**src/rtl/pred_pkg.sv**
```systemverilog
package pred_pkg;
  localparam int SEL_W    = 3;
  localparam int COND_W   = SEL_W + 1;
  localparam int NUM_CREG = 5;

  typedef enum logic [SEL_W-1:0] {
    SEL_ALWAYS = 3'd0,
    SEL_REG0   = 3'd1,
    SEL_REG1   = 3'd2,
    SEL_REG2   = 3'd3,
    SEL_REG3   = 3'd4,
    SEL_REG4   = 3'd5,
    SEL_RSV6   = 3'd6,
    SEL_RSV7   = 3'd7
  } cond_sel_e;

  typedef struct packed {
    cond_sel_e sel;
    logic      want_zero;
  } cond_field_t;
endpackage

```
**src/rtl/pred_zero_detect.sv**
```systemverilog
module pred_zero_detect #(
  parameter int WORD_W = 32
) (
  input  logic [WORD_W-1:0] word,
  output logic              is_zero
);
  assign is_zero = ~|word;
endmodule

```
**src/rtl/pred_slot_eval.sv**
```systemverilog
module pred_slot_eval
  import pred_pkg::*;
#(
  parameter int NCREG = pred_pkg::NUM_CREG
) (
  input  logic             valid,
  input  cond_field_t      cond,
  input  logic [NCREG-1:0] reg_zero,
  output logic             en,
  output logic             rsvd
);
  localparam int SEL_SPAN = 1 << SEL_W;

  logic [SEL_SPAN-1:0] zero_pad;
  logic [SEL_W-1:0]    reg_idx;

  assign zero_pad = {{(SEL_SPAN-NCREG){1'b0}}, reg_zero};
  assign reg_idx  = cond.sel - 3'd1;

  always_comb begin
    en   = 1'b0;
    rsvd = 1'b0;
    if (valid) begin
      case (cond.sel)
        SEL_ALWAYS: begin
          if (cond.want_zero) rsvd = 1'b1;
          else                en   = 1'b1;
        end
        SEL_RSV6, SEL_RSV7: rsvd = 1'b1;
        default: en = cond.want_zero ? zero_pad[reg_idx] : ~zero_pad[reg_idx];
      endcase
    end
  end
endmodule

```
**src/rtl/pred_eval_unit.sv**
```systemverilog
module pred_eval_unit
  import pred_pkg::*;
#(
  parameter int NSLOT  = 4,
  parameter int WORD_W = 32
) (
  input  logic                       clk,
  input  logic                       rst,
  input  logic [NSLOT-1:0]           slot_valid,
  input  logic [NSLOT*WORD_W-1:0]    slot_insn,
  input  logic [NUM_CREG*WORD_W-1:0] cond_regs,
  output logic [NSLOT-1:0]           exec_en,
  output logic [NSLOT-1:0]           rsvd_flag
);
  localparam int COND_LSB = WORD_W - COND_W;

  logic [NUM_CREG-1:0] reg_zero;
  logic [NSLOT-1:0]    en_d;
  logic [NSLOT-1:0]    rsvd_d;

  for (genvar k = 0; k < NUM_CREG; k++) begin : g_zdet
    pred_zero_detect #(.WORD_W(WORD_W)) u_zd (
      .word    (cond_regs[k*WORD_W +: WORD_W]),
      .is_zero (reg_zero[k])
    );
  end

  for (genvar s = 0; s < NSLOT; s++) begin : g_slot
    cond_field_t cf;
    assign cf = cond_field_t'(slot_insn[s*WORD_W + COND_LSB +: COND_W]);
    pred_slot_eval #(.NCREG(NUM_CREG)) u_eval (
      .valid    (slot_valid[s]),
      .cond     (cf),
      .reg_zero (reg_zero),
      .en       (en_d[s]),
      .rsvd     (rsvd_d[s])
    );
  end

  always_ff @(posedge clk) begin
    if (rst) begin
      exec_en   <= '0;
      rsvd_flag <= '0;
    end else begin
      exec_en   <= en_d;
      rsvd_flag <= rsvd_d;
    end
  end
endmodule

```
**config.mk**
```make
export PLATFORM = sky130hd
export DESIGN_NAME = pred_eval_unit
export DESIGN_NICKNAME = d
export VERILOG_FILES = /design/src/rtl/pred_pkg.sv /design/src/rtl/pred_zero_detect.sv /design/src/rtl/pred_slot_eval.sv /design/src/rtl/pred_eval_unit.sv
export SDC_FILE = /design/constraint.sdc
export NUM_CORES = 1
export LEC_CHECK = 0
export BUFFER_PORTS_ARGS = -buffer_cell sky130_fd_sc_hd__clkbuf_2
export CAP_MARGIN = 10
export CORE_AREA = 2 2 117 119
export CTS_CLUSTER_SIZE = 28
export DETAILED_ROUTE_END_ITERATION = 8
export DIE_AREA = 0 0 119 121
export GPL_TIMING_DRIVEN = 0
export SYNTH_ARGS = -nofsm -noshare
export SYNTH_HDL_FRONTEND = slang
export SYNTH_SLANG_ARGS = --single-unit
```
**constraint.sdc**
```tcl
create_clock -name clk -period 5.82 [get_ports clk]
set_input_delay 1.164 -clock clk [delete_from_list [all_inputs] [get_ports clk]]
set_output_delay 1.164 -clock clk [all_outputs]
set_load 0.01 [all_outputs]
```
# After elaboration in Yosys (flattened, before gate mapping)

Cells that the tools add are included.

Register bits after elaboration: 8
Bits in latches: 0
Memory bits (writable): 0
ROM bits: 0
Input bits: 294
Logic and storage cells: 82
Memories: 0

Add/subtract/negate cells: 4
Multipliers: 0
Div/mod/pow operators: 0
Order comparisons: 4
Equality and inequality tests: 8
Shifts and indexed selects: 0
Multiplexer cells: 28
Bitwise operators: 8
Reductions and logical operators: 22

Operators with widths:

| kind                                                                          | count |
|---|---|
| 32-bit OR reduction                                                           | 5 |
| 3-bit == test (second input constant)                                         | 8 |
| 3-bit by 4-bit less-than comparator with 1-bit output (second input constant) | 4 |
| 1-bit two-way mux                                                             | 16 |
| 1-bit case mux with 2 select lines                                            | 8 |
| 2-bit OR reduction                                                            | 8 |
| 1-bit binary-select mux with 3-bit select                                     | 4 |
| 3-bit logical NOT                                                             | 4 |
| 3-bit by 1-bit subtractor with 3-bit output (second input constant)           | 4 |
| 1-bit NOT                                                                     | 8 |
| 1-bit logical NOT                                                             | 5 |

# Depth between registers and ports, before layout

Gate-level depths: netlist (run 1).

Depth after elaboration: 7
Mapped depth: 8
Depth with buffers taken out: 8

# Cells and area by module

Synthesis (run 1) repeated with hierarchy kept, for this count alone.

Cells, all modules: 151
Area, all modules: 1233.7 um2

By module, submodules not included:

| module           | times used | cells an instance | area each (um2) | sequential area each (um2) |
|---|---|---|---|---|
| pred_slot_eval   | 4          | 20                | 165.2           | 0.0 |
| pred_zero_detect | 5          | 11                | 72.6            | 0.0 |
| pred_eval_unit   | 1          | 16                | 210.2           | 160.2 |

# Worst setup path after synthesis (run 1)

OpenSTA, ideal clock, no wires.

Path kind: input -> register
Start point: in cond_regs[154]
End point: reg exec_en[0]
Arrival: 2.591 ns
Data required time: 5.740 ns
Setup slack: 3.149 ns
Cell stages on the path: 7
Buffers on the path: 0
Path through: nor4_1 nand2_1 or4_4 o21ai_1 o221ai_1 xnor2_1 nor3b_1

Word-level cells in the longest chain between the ends: 7

Ends and longest elaborated chain:

| item                                        | line                  | source |
|---|---|---|
| start: declaration                          | pred_eval_unit.sv:11  | `input logic [NUM_CREG*WORD_W-1:0] cond_regs,` |
| 32-bit OR reduction *                       | pred_zero_detect.sv:7 | `assign is_zero = ~\|word;` |
| 1-bit logical NOT *                         | pred_zero_detect.sv:7 |  |
| 1-bit binary-select mux with 3-bit select * | pred_slot_eval.sv:30  | `default: en = cond.want_zero ? zero_pad[reg_idx] : ~zero_pad[reg_idx];` |
| 1-bit two-way mux (not written as such) *   | pred_slot_eval.sv:30  |  |
| 1-bit NOT                                   | pred_slot_eval.sv:30  |  |
| 1-bit two-way mux *                         | pred_slot_eval.sv:30  |  |
| 1-bit case mux with 2 select lines *        | pred_slot_eval.sv:24  | `case (cond.sel)` |
| end signal: assignment                      | pred_eval_unit.sv:45  | `exec_en <= en_d;` |
| end: declaration                            | pred_eval_unit.sv:12  | `output logic [NSLOT-1:0] exec_en,` |

Mark *: on every way between the ends. The rest lies on a longest branch, timed or not. The select of a mux whose other input is x is not followed.
A chain may end at the register's enable or synchronous reset.

# Worst setup path in the final report (run 1)

Start point: in cond_regs[113]
End point: reg exec_en[2]

Same word-level chain as after synthesis.

==> results of run 1 <==
-- worst max-delay path, stage by stage --
cell	delay, ps
clkbuf_2	80
nor4_1	390
nand4_1	130
nor2_1	400
mux4_2	310
o221ai_1	110
xnor2_1	150
nor3b_1	370
-- final timing paths --
kind / start / end / slack (ps) / depth (start not counted)
setup / recovery: cond_regs[113] / exec_en[2] / 2800 / 8
hold / removal: slot_valid[1] / rsvd_flag[1] / 1190 / 2
-- per-stage QoR --
stage / area [µm²] / setup WS [ps] / cells / power [µW] / hold WS, ps
after floorplan: 1210 / 3150 / 160 / 93.2 / 1320
after global placement: 2370 / 2440 / 524 / 166 / 1430
after detailed placement: 2370 / 2470 / 524 / 167 / 1430
after CTS: 2440 / 2710 / 527 / 292 / 1190
after global routing: 2440 / 2630 / 527 / 308 / 1200
final: 2440 / 2800 / 527 / 285 / 1190
-- state kept, by name, indices dropped and copies added, names as in the netlist --
signal,count
exec_en,4
rsvd_flag,4
-- kinds of logic (layout without fill, tap and decap cells) --
| kind of cell | count (synthesis) | in the layout | synth area share [%] |
|---|---|---|---|
| AOI/OAI and AO/OA | 24 | 24 | 11.1 |
| xor gates and xnor gates | 6 | 6 | 4.36 |
| adders and majority gates | 16 | 16 | 16.6 |
| buffers and inverters | 14 | 205 | 4.36 |
| DFF | 8 | 8 | 13.3 |
| muxes | 5 | 5 | 8.30 |
| and+or+nand+nor | 87 | 87 | 42.0 |
-- layout by cell type, fill, tap and decap left out, drive strengths merged --
master,count
or3,2
nand3b,4
o21ai,11
xnor2,2
o221ai,2
and3b,2
a31oi,2
nand2b,2
nor2,8
mux2i,1
nor4,40
mux4,4
nand3,3
o22ai,1
a21oi,7
clkbuf,192
ha,16
xor2,4
nor3,5
or4,1
nand2,10
dfxtp,8
nor3b,2
inv,13
o31ai,1
nand4,8
-- power by group through the flow --
stage / Clock, µW / Sequential [µW] / Combinational, µW
after floorplan: 0 / 60.9 / 32.3
after global placement: 0 / 59.4 / 107
after detailed placement: 0 / 59.4 / 108
after CTS: 125 / 58.4 / 108
after global routing: 128 / 58.7 / 122
final: 120 / 58.4 / 107
-- cell type report --
class                   instances  share of cell area [%]
multi-input cells             138                    40.7
clock buffers                   3                    3.07
well taps                     176                    9.02
inverters                      13                    2.00
flip-flops and latches          8                    6.56
repair buffers                188                    38.5
plain buffers                   1                   0.154
-- layer usage --
metal | part of all wire (%) | vias up | global-route usage (%)
li1 | - | 1018 | -
met1 | 47 | 845 | 11.3
met2 | 46 | 65 | 12.9
met3 | 6.4 | 4 | 1.93
met4 | 0.38 | 0 | 1.41
met5 | 0 | - | 0
==> summary.txt, run 1 <==
Cells and area
  • Number of antenna diodes: 0
  • Area occupied by multi-input gates: about 990 µm²
  • Area growth from synthesis to layout: 102%
  • # fillers: approximately 1,500
  • Final #Nets: approximately 660
  • Seq. cell area: between 150 and 200 µm²
  • Final core occ: 18.7%
  • Share of cells above drive strength 1: 55.8%

Synthesis
  • Top cell type's share of synthesized area: a little over 20%
  • Ys async rst share: 0%
  • Yosys reg bits: 8
  • Largest area contributor in the netlist: nor4_1
  • Post-synth top flop: dfxtp_1
  • Post-synth EDFFs: 0
  • Top post-synthesis cells by area: nor4_1 21%, ha_1 17%, dfxtp_1 13%
  • Cells after Synth: 160
  • Syn_area_per_cell: between 7 and 8 µm²
  • Count leader, synth: nor4_1
  • Yosys warns: 0
  • Seq/Total Area, Yosys: a little over an eighth
  • Syn nets: 470
  • Synth cell types: 27
  • Mapped cell area: roughly 0.0012 mm²
  • Most frequent cells after synthesis: 40 x nor4_1, 16 x ha_1, 13 x inv_1

Drt
  • Remaining DRCs: 0
  • ANT nets after route: 0
  • Drt initial violations: 38
  • Total wire length: a little over 6000 µm
  • TritonRoute pass-1 iters: 4
  • DR vias/cell: roughly 3.7
  • WL per Instance: around 12 µm
  • Vias: a little under 2,000

Clock tree
  • H-Tree Depth: 1
  • CTS Buffer Depth: 2
  • Clock sinks: 8
  • Post_cts resized: 0
  • CTS tree: yes
  • Clock-pin slew on the worst setup and hold paths: ~40 ps
  • Clock root cell: clkbuf_16
  • TritonCTS Buffers: 3
  • Setup bufs post-CTS: 0
  • Count of hold-fix buffers inserted at cts: 0

Die
  • Site Rows: 42
  • Die H: 121 µm
  • CORE AREA: around 0.013 mm²
  • Die footprint: 0.0144 mm²
  • Die W: 119 µm
  • IO Pins: 302
  • Initial Util: a little under a tenth

Power and ir drop
  • Leak: 0.00124 µW
  • Peak VDD IR: a little over 0.05 mV
  • Internal power: around 210 µW
  • Register share of total power: between 20% and 30%
  • Comb pwr share: ~38%
  • PwrDens: approximately 120 mW/mm²
  • Clock power frac: 41.9%
  • Net Sw Frac: about a quarter
  • P_sw: 76.2 µW

Global route
  • Vias in the first global route: about 1,900
  • First-pass GRT wire length: 9280 µm
  • Initial antenna violation count: 0
  • Largest net degree at the start of global routing: 9
  • Gr ovfl total: 0
  • Gr usage total: roughly 8.1%

Placement
  • Port bufs: 188
  • Detailed placement HPWL: approximately 5700 µm
  • Gpl congestion: 0.841

STA
  • Slew headroom: around 69%
  • Worst slew pin tran: 461 ps
  • Max Clk Rate: between 300 and 400 MHz
  • # setup viols final: 0
  • RSZ-0062 raised after global routing: no
  • Setup TNS: 0 ps
  • Fin. Hold Viols: 0
  • Final Max Slew Viols: 0
  • Final period utilization: around 52%
  • Post-layout min period: roughly 3000 ps

Setup path
  • Critical Path AT: 3120 ps
  • Critical Path Start Type: input pin
  • CP endpoint kind: register
  • Crit Path Category: in2reg
  • Critical Path RT: 5920 ps
  • Critical path peak fanout: 4

Outcome
  • Status: finished, final reports clean

Hold path
  • Worst min path class: in2reg

Job
  • Maxcap violations: 0
Power figures use the tool's default switching activity.
==> inputs of run 2 (changes only) <==
CORE_AREA = 2 2 118 120   (was 2 2 117 119)
DIE_AREA = 0 0 120 122   (was 0 0 119 121)
clock period = 2.45 ns   (was 5.82 ns; I/O delays follow)
==> run 2 against run 1 <==
  * Worst hold slack worse by 670 ps
  * Non-clock buffer count unchanged
  * Clock power is 130% higher
  * Count of clock-buffer cells in the layout unchanged
  * Largest power group unchanged
  * Sequential power increased by 140%
  * Power is 130% higher
==> summary.txt, run 2 (synthesized netlist as in run 1, its figures left out) <==
Setup path
  • Delay of the slowest critical-path stage: 400 ps (about the same)
  • Critical path endpoint: exec_en[0] (was exec_en[2])
  • CP endpoint kind: register (unchanged)
  • Worst path cell trace: clkbuf_2 > nor4_1 > nand4_1 > nor2_1 > mux4_2 > o221ai_1 > xnor2_1 > nor3b_1 (unchanged)
  • Critical Path RT: 2590 ps (was 5920 ps)
  • Setup crit start: cond_regs[57] (was cond_regs[113])
  • Critical Path Start Type: input pin (unchanged)
  • Critical path peak fanout: 4 (unchanged)
  • Slowest-stage cell, CP: nor2_1 (unchanged)
  • Crit Path Category: in2reg (unchanged)
  • Critical Path AT: 2220 ps (was 3120 ps)

Global route
  • Largest net degree at the start of global routing: 9 (unchanged)
  • Initial antenna violation count: 0 (unchanged)
  • First-pass GRT wire length: 8600 µm (was 9280 µm)
  • Vias in the first global route: 1,888 (was 1,893)
  • Gr usage total: 7.41% (was 8.12%)
  • Gr ovfl total: 0 (unchanged)

Clock tree
  • TritonCTS Buffers: 3 (unchanged)
  • Clock root cell: clkbuf_16 (unchanged)
  • CTS tree: yes (unchanged)
  • Setup bufs post-CTS: 0 (unchanged)
  • Clock sinks: 8 (unchanged)
  • Clock-pin slew on the worst setup and hold paths: 40 ps (about the same)
  • Post_cts resized: 0 (unchanged)
  • H-Tree Depth: 1 (unchanged)
  • Count of hold-fix buffers inserted at cts: 0 (unchanged)
  • CTS Buffer Depth: 2 (unchanged)

Cells and area
  • Final #Nets: 663 (unchanged)
  • Top Registers: exec_en (4), rsvd_flag (4) (unchanged)
  • Most frequent cells in the layout: 188 x clkbuf_2, 40 x nor4_1, 16 x ha_1, 13 x inv_1, 10 x nand2_1 (unchanged)
  • Most common cell after layout, fill and taps aside: clkbuf_2 (unchanged)
  • Area growth from synthesis to layout: 103% (was 102%)
  • Share of cells above drive strength 1: 55.8% (unchanged)
  • Finished Cell Area: 0.00245 mm² (was 0.00244 mm²)
  • Number of antenna diodes: 0 (unchanged)
  • Final core occ: 18.1% (was 18.7%)

Drt
  • Remaining DRCs: 0 (unchanged)
  • Drt initial violations: 99 (was 38)
  • ANT nets after route: 0 (unchanged)
  • WL per Instance: 10.7 µm (was 11.5 µm)
  • DR vias/cell: 3.63 (was 3.67)
  • TritonRoute pass-1 iters: 4 (unchanged)
  • Total wire length: 5670 µm (was 6060 µm)
  • Vias: 1,927 (was 1,932)

Power and ir drop
  • Leak: 0.00124 µW (unchanged)
  • Peak VDD IR: 0.197 mV (was 0.0514 mV)
  • PwrDens: 273 mW/mm² (was 117 mW/mm²)
  • Pwr Total: 668 µW (was 285 µW)

STA
  • Worst slew pin tran: 469 ps (was 461 ps)
  • Post-layout min period: around 2100 ps
  • Final setup margin: 370 ps (was 2800 ps)
  • Final Max Slew Viols: 0 (unchanged)
  • Max Clk Rate: 481 MHz
  • RSZ-0062 raised after global routing: no (unchanged)
  • Slew headroom: 68.6% (was 69.2%)
  • Final period utilization: around 85%
  • # setup viols final: 0 (unchanged)
  • Fin. Hold Viols: 0 (unchanged)
  • Setup TNS: 0 ps (unchanged)

Placement
  • Port bufs: 188 (unchanged)
  • Detailed placement HPWL: 5300 µm (was 5720 µm)
  • DP Area: 0.00237 mm² (about the same)
  • Gpl congestion: 0.832 (was 0.841)
  • Setup WS pre-CTS: 52.1 ps (was 2470 ps)

Job
  • Maxcap violations: 0 (unchanged)

Hold path
  • Worst hold stages: 2 (unchanged)
  • Worst min path class: in2reg (unchanged)

Die
  • Die W: 120 µm (was 119 µm)
  • Die H: 122 µm (was 121 µm)
  • CORE AREA: 0.0135 mm² (was 0.0131 mm²)
  • Initial Util: 8.93% (was 9.22%)
  • Die footprint: 0.0146 mm² (was 0.0144 mm²)
  • Site Rows: 43 (was 42)
  • IO Pins: 302 (unchanged)

Outcome
  • Status: finished, final reports clean (unchanged)
run 2: cell counts in the layout (fill, tap and decap cells not counted):
Identical to the previous run, type by type.
run 2: final cells by class:
cell class	count	area, µm²
Sequential cell	8	160
Inverter	13	48.8
Multi-Input combinational cell	138	993
Buffer	1	3.75
Fill cell	1543	11100
Timing Repair Buffer	188	941
Clock buffer	3	75.1
Tap cell	180	225
run 2: worst min path at each step:
stage | start | to | slack, ps
floorplan | slot_valid[0] | rsvd_flag[0] | 640
global placement | slot_valid[3] | rsvd_flag[3] | 750
detailed placement | slot_valid[3] | rsvd_flag[3] | 760
CTS | slot_valid[2] | rsvd_flag[2] | 520
global route | slot_valid[3] | rsvd_flag[3] | 520
finish | slot_valid[3] | rsvd_flag[3] | 520
run 2: worst max-delay path, delay by kind of cell:
family                 cells  cell delay, ps
AO/OA/AOI/OAI              1             110
XOR/XNOR                   1             140
buffers and inverters      1              90
multiplexers               1             330
AND/OR/NAND/NOR            4            1050
run 2: report_power, final:
group / internal (µW) / switching, µW / total [µW]
sequential: 138 / 2.10 / 140
combinational: 148 / 105 / 254
clock: 210 / 64.1 / 275
total: 496 / 171 / 668
run 2: per-stage QoR:
| step | instances | hold WS [ps] |
|---|---|---|
| 6_report | 531 | 521 |
| 5_1_grt | 531 | 523 |
| 4_1_cts | 531 | 518 |
| 2_1_floorplan | 160 | 644 |
| 3_3_place_gp | 528 | 749 |
| 3_5_place_dp | 528 | 757 |
run 2: metal layers:
metal | up-vias | wire (µm) | track usage [%]
li1 | 1015 | - | -
met1 | 805 | 2370 | 8.93
met2 | 99 | 2740 | 13.3
met3 | 8 | 478 | 1.78
met4 | 0 | 76 | 1.62
met5 | - | 0 | 0
==> inputs of run 3 (changes only) <==
CORE_AREA = 2 2 119 121   (was 2 2 118 120)
DIE_AREA = 0 0 121 123   (was 0 0 120 122)
clock period = 2 ns   (was 2.45 ns; I/O delays follow)
==> run 3 against run 2 <==
  * Critical path depth did not move
  * Core utilization rose by 0.29 points
  * Worst hold slack worse by 95 ps
  * Largest cell class unchanged
==> summary.txt, run 3 (synthesized netlist as in run 1, its figures left out) <==
Outcome
  • Status: finished, final reports clean (unchanged)

STA
  • Worst slew pin tran: 357 ps (was 469 ps)
  • Final Max Slew Viols: 0 (unchanged)
  • RSZ-0062 raised after global routing: yes (was no)
  • Final period utilization: a little over nine tenths
  • Slew headroom: 76.0% (was 68.6%)
  • Post-layout min period: about 1900 ps
  • Max Clk Rate: 533 MHz
  • Fin. Hold Viols: 0 (unchanged)
  • # setup viols final: 0 (unchanged)

Drt
  • DR vias/cell: 3.58 (was 3.63)
  • Total wire length: 5540 µm (was 5670 µm)
  • ANT nets after route: 0 (unchanged)
  • Drt initial violations: 53 (was 99)
  • Vias: 1,902 (was 1,927)
  • Remaining DRCs: 0 (unchanged)
  • WL per Instance: 10.4 µm (was 10.7 µm)
  • TritonRoute pass-1 iters: 3 (was 4)

Cells and area
  • Final #Nets: 663 (unchanged)
  • Non-filler cells, final: 531 (unchanged)
  • Area growth from synthesis to layout: 108% (was 103%)
  • Number of antenna diodes: 0 (unchanged)
  • Final core occ: 18.4% (was 18.1%)
  • Share of cells above drive strength 1: 59.3% (was 55.8%)
  • Top Registers: exec_en (4), rsvd_flag (4) (unchanged)
  • Most common cell after layout, fill and taps aside: clkbuf_2 (unchanged)
  • Most frequent cells in the layout: 188 x clkbuf_2, 36 x nor4_1, 16 x ha_1, 13 x inv_1, 10 x nand2_1 (was 188 x clkbuf_2, 40 x nor4_1, 16 x ha_1, 13 x inv_1, 10 x nand2_1)

Die
  • Site Rows: 43 (unchanged)
  • Die H: 123 µm (was 122 µm)
  • Die W: 121 µm (was 120 µm)
  • CORE AREA: 0.0136 mm² (was 0.0135 mm²)
  • IO Pins: 302 (unchanged)
  • Die footprint: 0.0149 mm² (was 0.0146 mm²)
  • Initial Util: 8.86% (was 8.93%)

Clock tree
  • Clock root cell: clkbuf_16 (unchanged)
  • Clock sinks: 8 (unchanged)
  • CTS Buffer Depth: 2 (unchanged)
  • CTS tree: yes (unchanged)
  • Clock-pin slew on the worst setup and hold paths: 40 ps (about the same)
  • Setup bufs post-CTS: 0 (unchanged)
  • H-Tree Depth: 1 (unchanged)
  • TritonCTS Buffers: 3 (unchanged)
  • Count of hold-fix buffers inserted at cts: 0 (unchanged)

Setup path
  • Critical path peak fanout: 5 (was 4)
  • Crit Path Category: in2reg (unchanged)
  • Critical Path AT: 2030 ps (was 2220 ps)
  • Critical Path RT: 2160 ps (was 2590 ps)
  • CP endpoint kind: register (unchanged)
  • Critical Path Start Type: input pin (unchanged)

Global route
  • Largest net degree at the start of global routing: 9 (unchanged)
  • Initial antenna violation count: 0 (unchanged)
  • First-pass GRT wire length: 8580 µm (was 8600 µm)
  • Gr ovfl total: 0 (unchanged)
  • Gr usage total: 7.25% (was 7.41%)
  • Vias in the first global route: 1,885 (was 1,888)

Hold path
  • Worst min path class: in2reg (unchanged)

Power and ir drop
  • PwrDens: 328 mW/mm² (was 273 mW/mm²)
  • P_sw: 211 µW (was 171 µW)
  • Net Sw Frac: 25.7% (about the same)
  • Peak VDD IR: 0.224 mV (was 0.197 mV)
  • Comb pwr share: 38.8% (was 38.0%)
  • Leak: 0.00124 µW (about the same)
  • Pwr Total: 822 µW (was 668 µW)
  • Clock power frac: 40.5% (was 41.1%)
  • Register share of total power: 20.8% (was 20.9%)
  • Internal power: 611 µW (was 496 µW)

Placement
  • Port bufs: 188 (unchanged)
  • Cells after DPL: 528 (unchanged)
  • Gpl congestion: 0.782 (was 0.832)
  • Detailed placement HPWL: 5190 µm (was 5300 µm)

Job
  • Maxcap violations: 0 (unchanged)
run 3: changes by cell type in the layout (fill, tap and decap cells not counted), moves of 2 or more:
cell / before / now
nor4_2: 0 / 4
o21ai_2: 0 / 2
nor4_1: 40 / 36
nor2_1: 8 / 4
o21ai_1: 2 / 0
nor2_2: 0 / 3
run 3: final cells by class:
type                            count  area (µm²)
Clock buffer                        3        75.1
Fill cell                        1567       11100
Sequential cell                     8         160
Inverter                           13        48.8
Timing Repair Buffer              188         941
Tap cell                          180         225
Multi-Input combinational cell    138        1050
Buffer                              1        3.75
run 3: metal layers:
layer  up-vias  part of all wire [%]  global-route usage, %
met5         -                     0                      0
li1       1014                     -                      -
met2        79                    48                   12.1
met4         0                  0.13                   1.02
met3         2                   8.1                   2.12
met1       807                    44                   9.49
run 3: path summary, 6_finish.rpt:
path	start	endpoint	slack (ps)	depth (start not counted)
min	slot_valid[1]	rsvd_flag[1]	430	2
max	cond_regs[134]	exec_en[0]	120	8
run 3: power groups by stage:
stage | Combinational [µW] | Sequential, µW | Clock (µW)
2_1_floorplan | 94.0 | 177 | 0
3_3_place_gp | 308 | 173 | 0
3_5_place_dp | 310 | 173 | 0
4_1_cts | 312 | 171 | 346
5_1_grt | 362 | 171 | 353
6_report | 319 | 171 | 333
run 3: repair_timing:
action | in CTS | in global routing
pin swaps | 0 | 2
resized for setup | 2 | 11
setup endpoints to repair | 2 | 4
run 3: stage by stage:
step	setup TNS, ps	hold WS, ps	area [µm²]	setup slack, ps
2_1_floorplan	0	554	1210	92.9
3_3_place_gp	-834	659	2370	-296
3_5_place_dp	-739	662	2370	-265
4_1_cts	0	420	2450	22.3
5_1_grt	-15.0	438	2510	-15.0
6_report	0	425	2510	124
run 3: critical path: stages:
cell,delay (ps)
clkbuf_2,80
nor4_1,250
nand2_1,80
or4_4,600
o21ai_2,150
o221ai_1,140
xnor2_1,160
nor3b_2,170
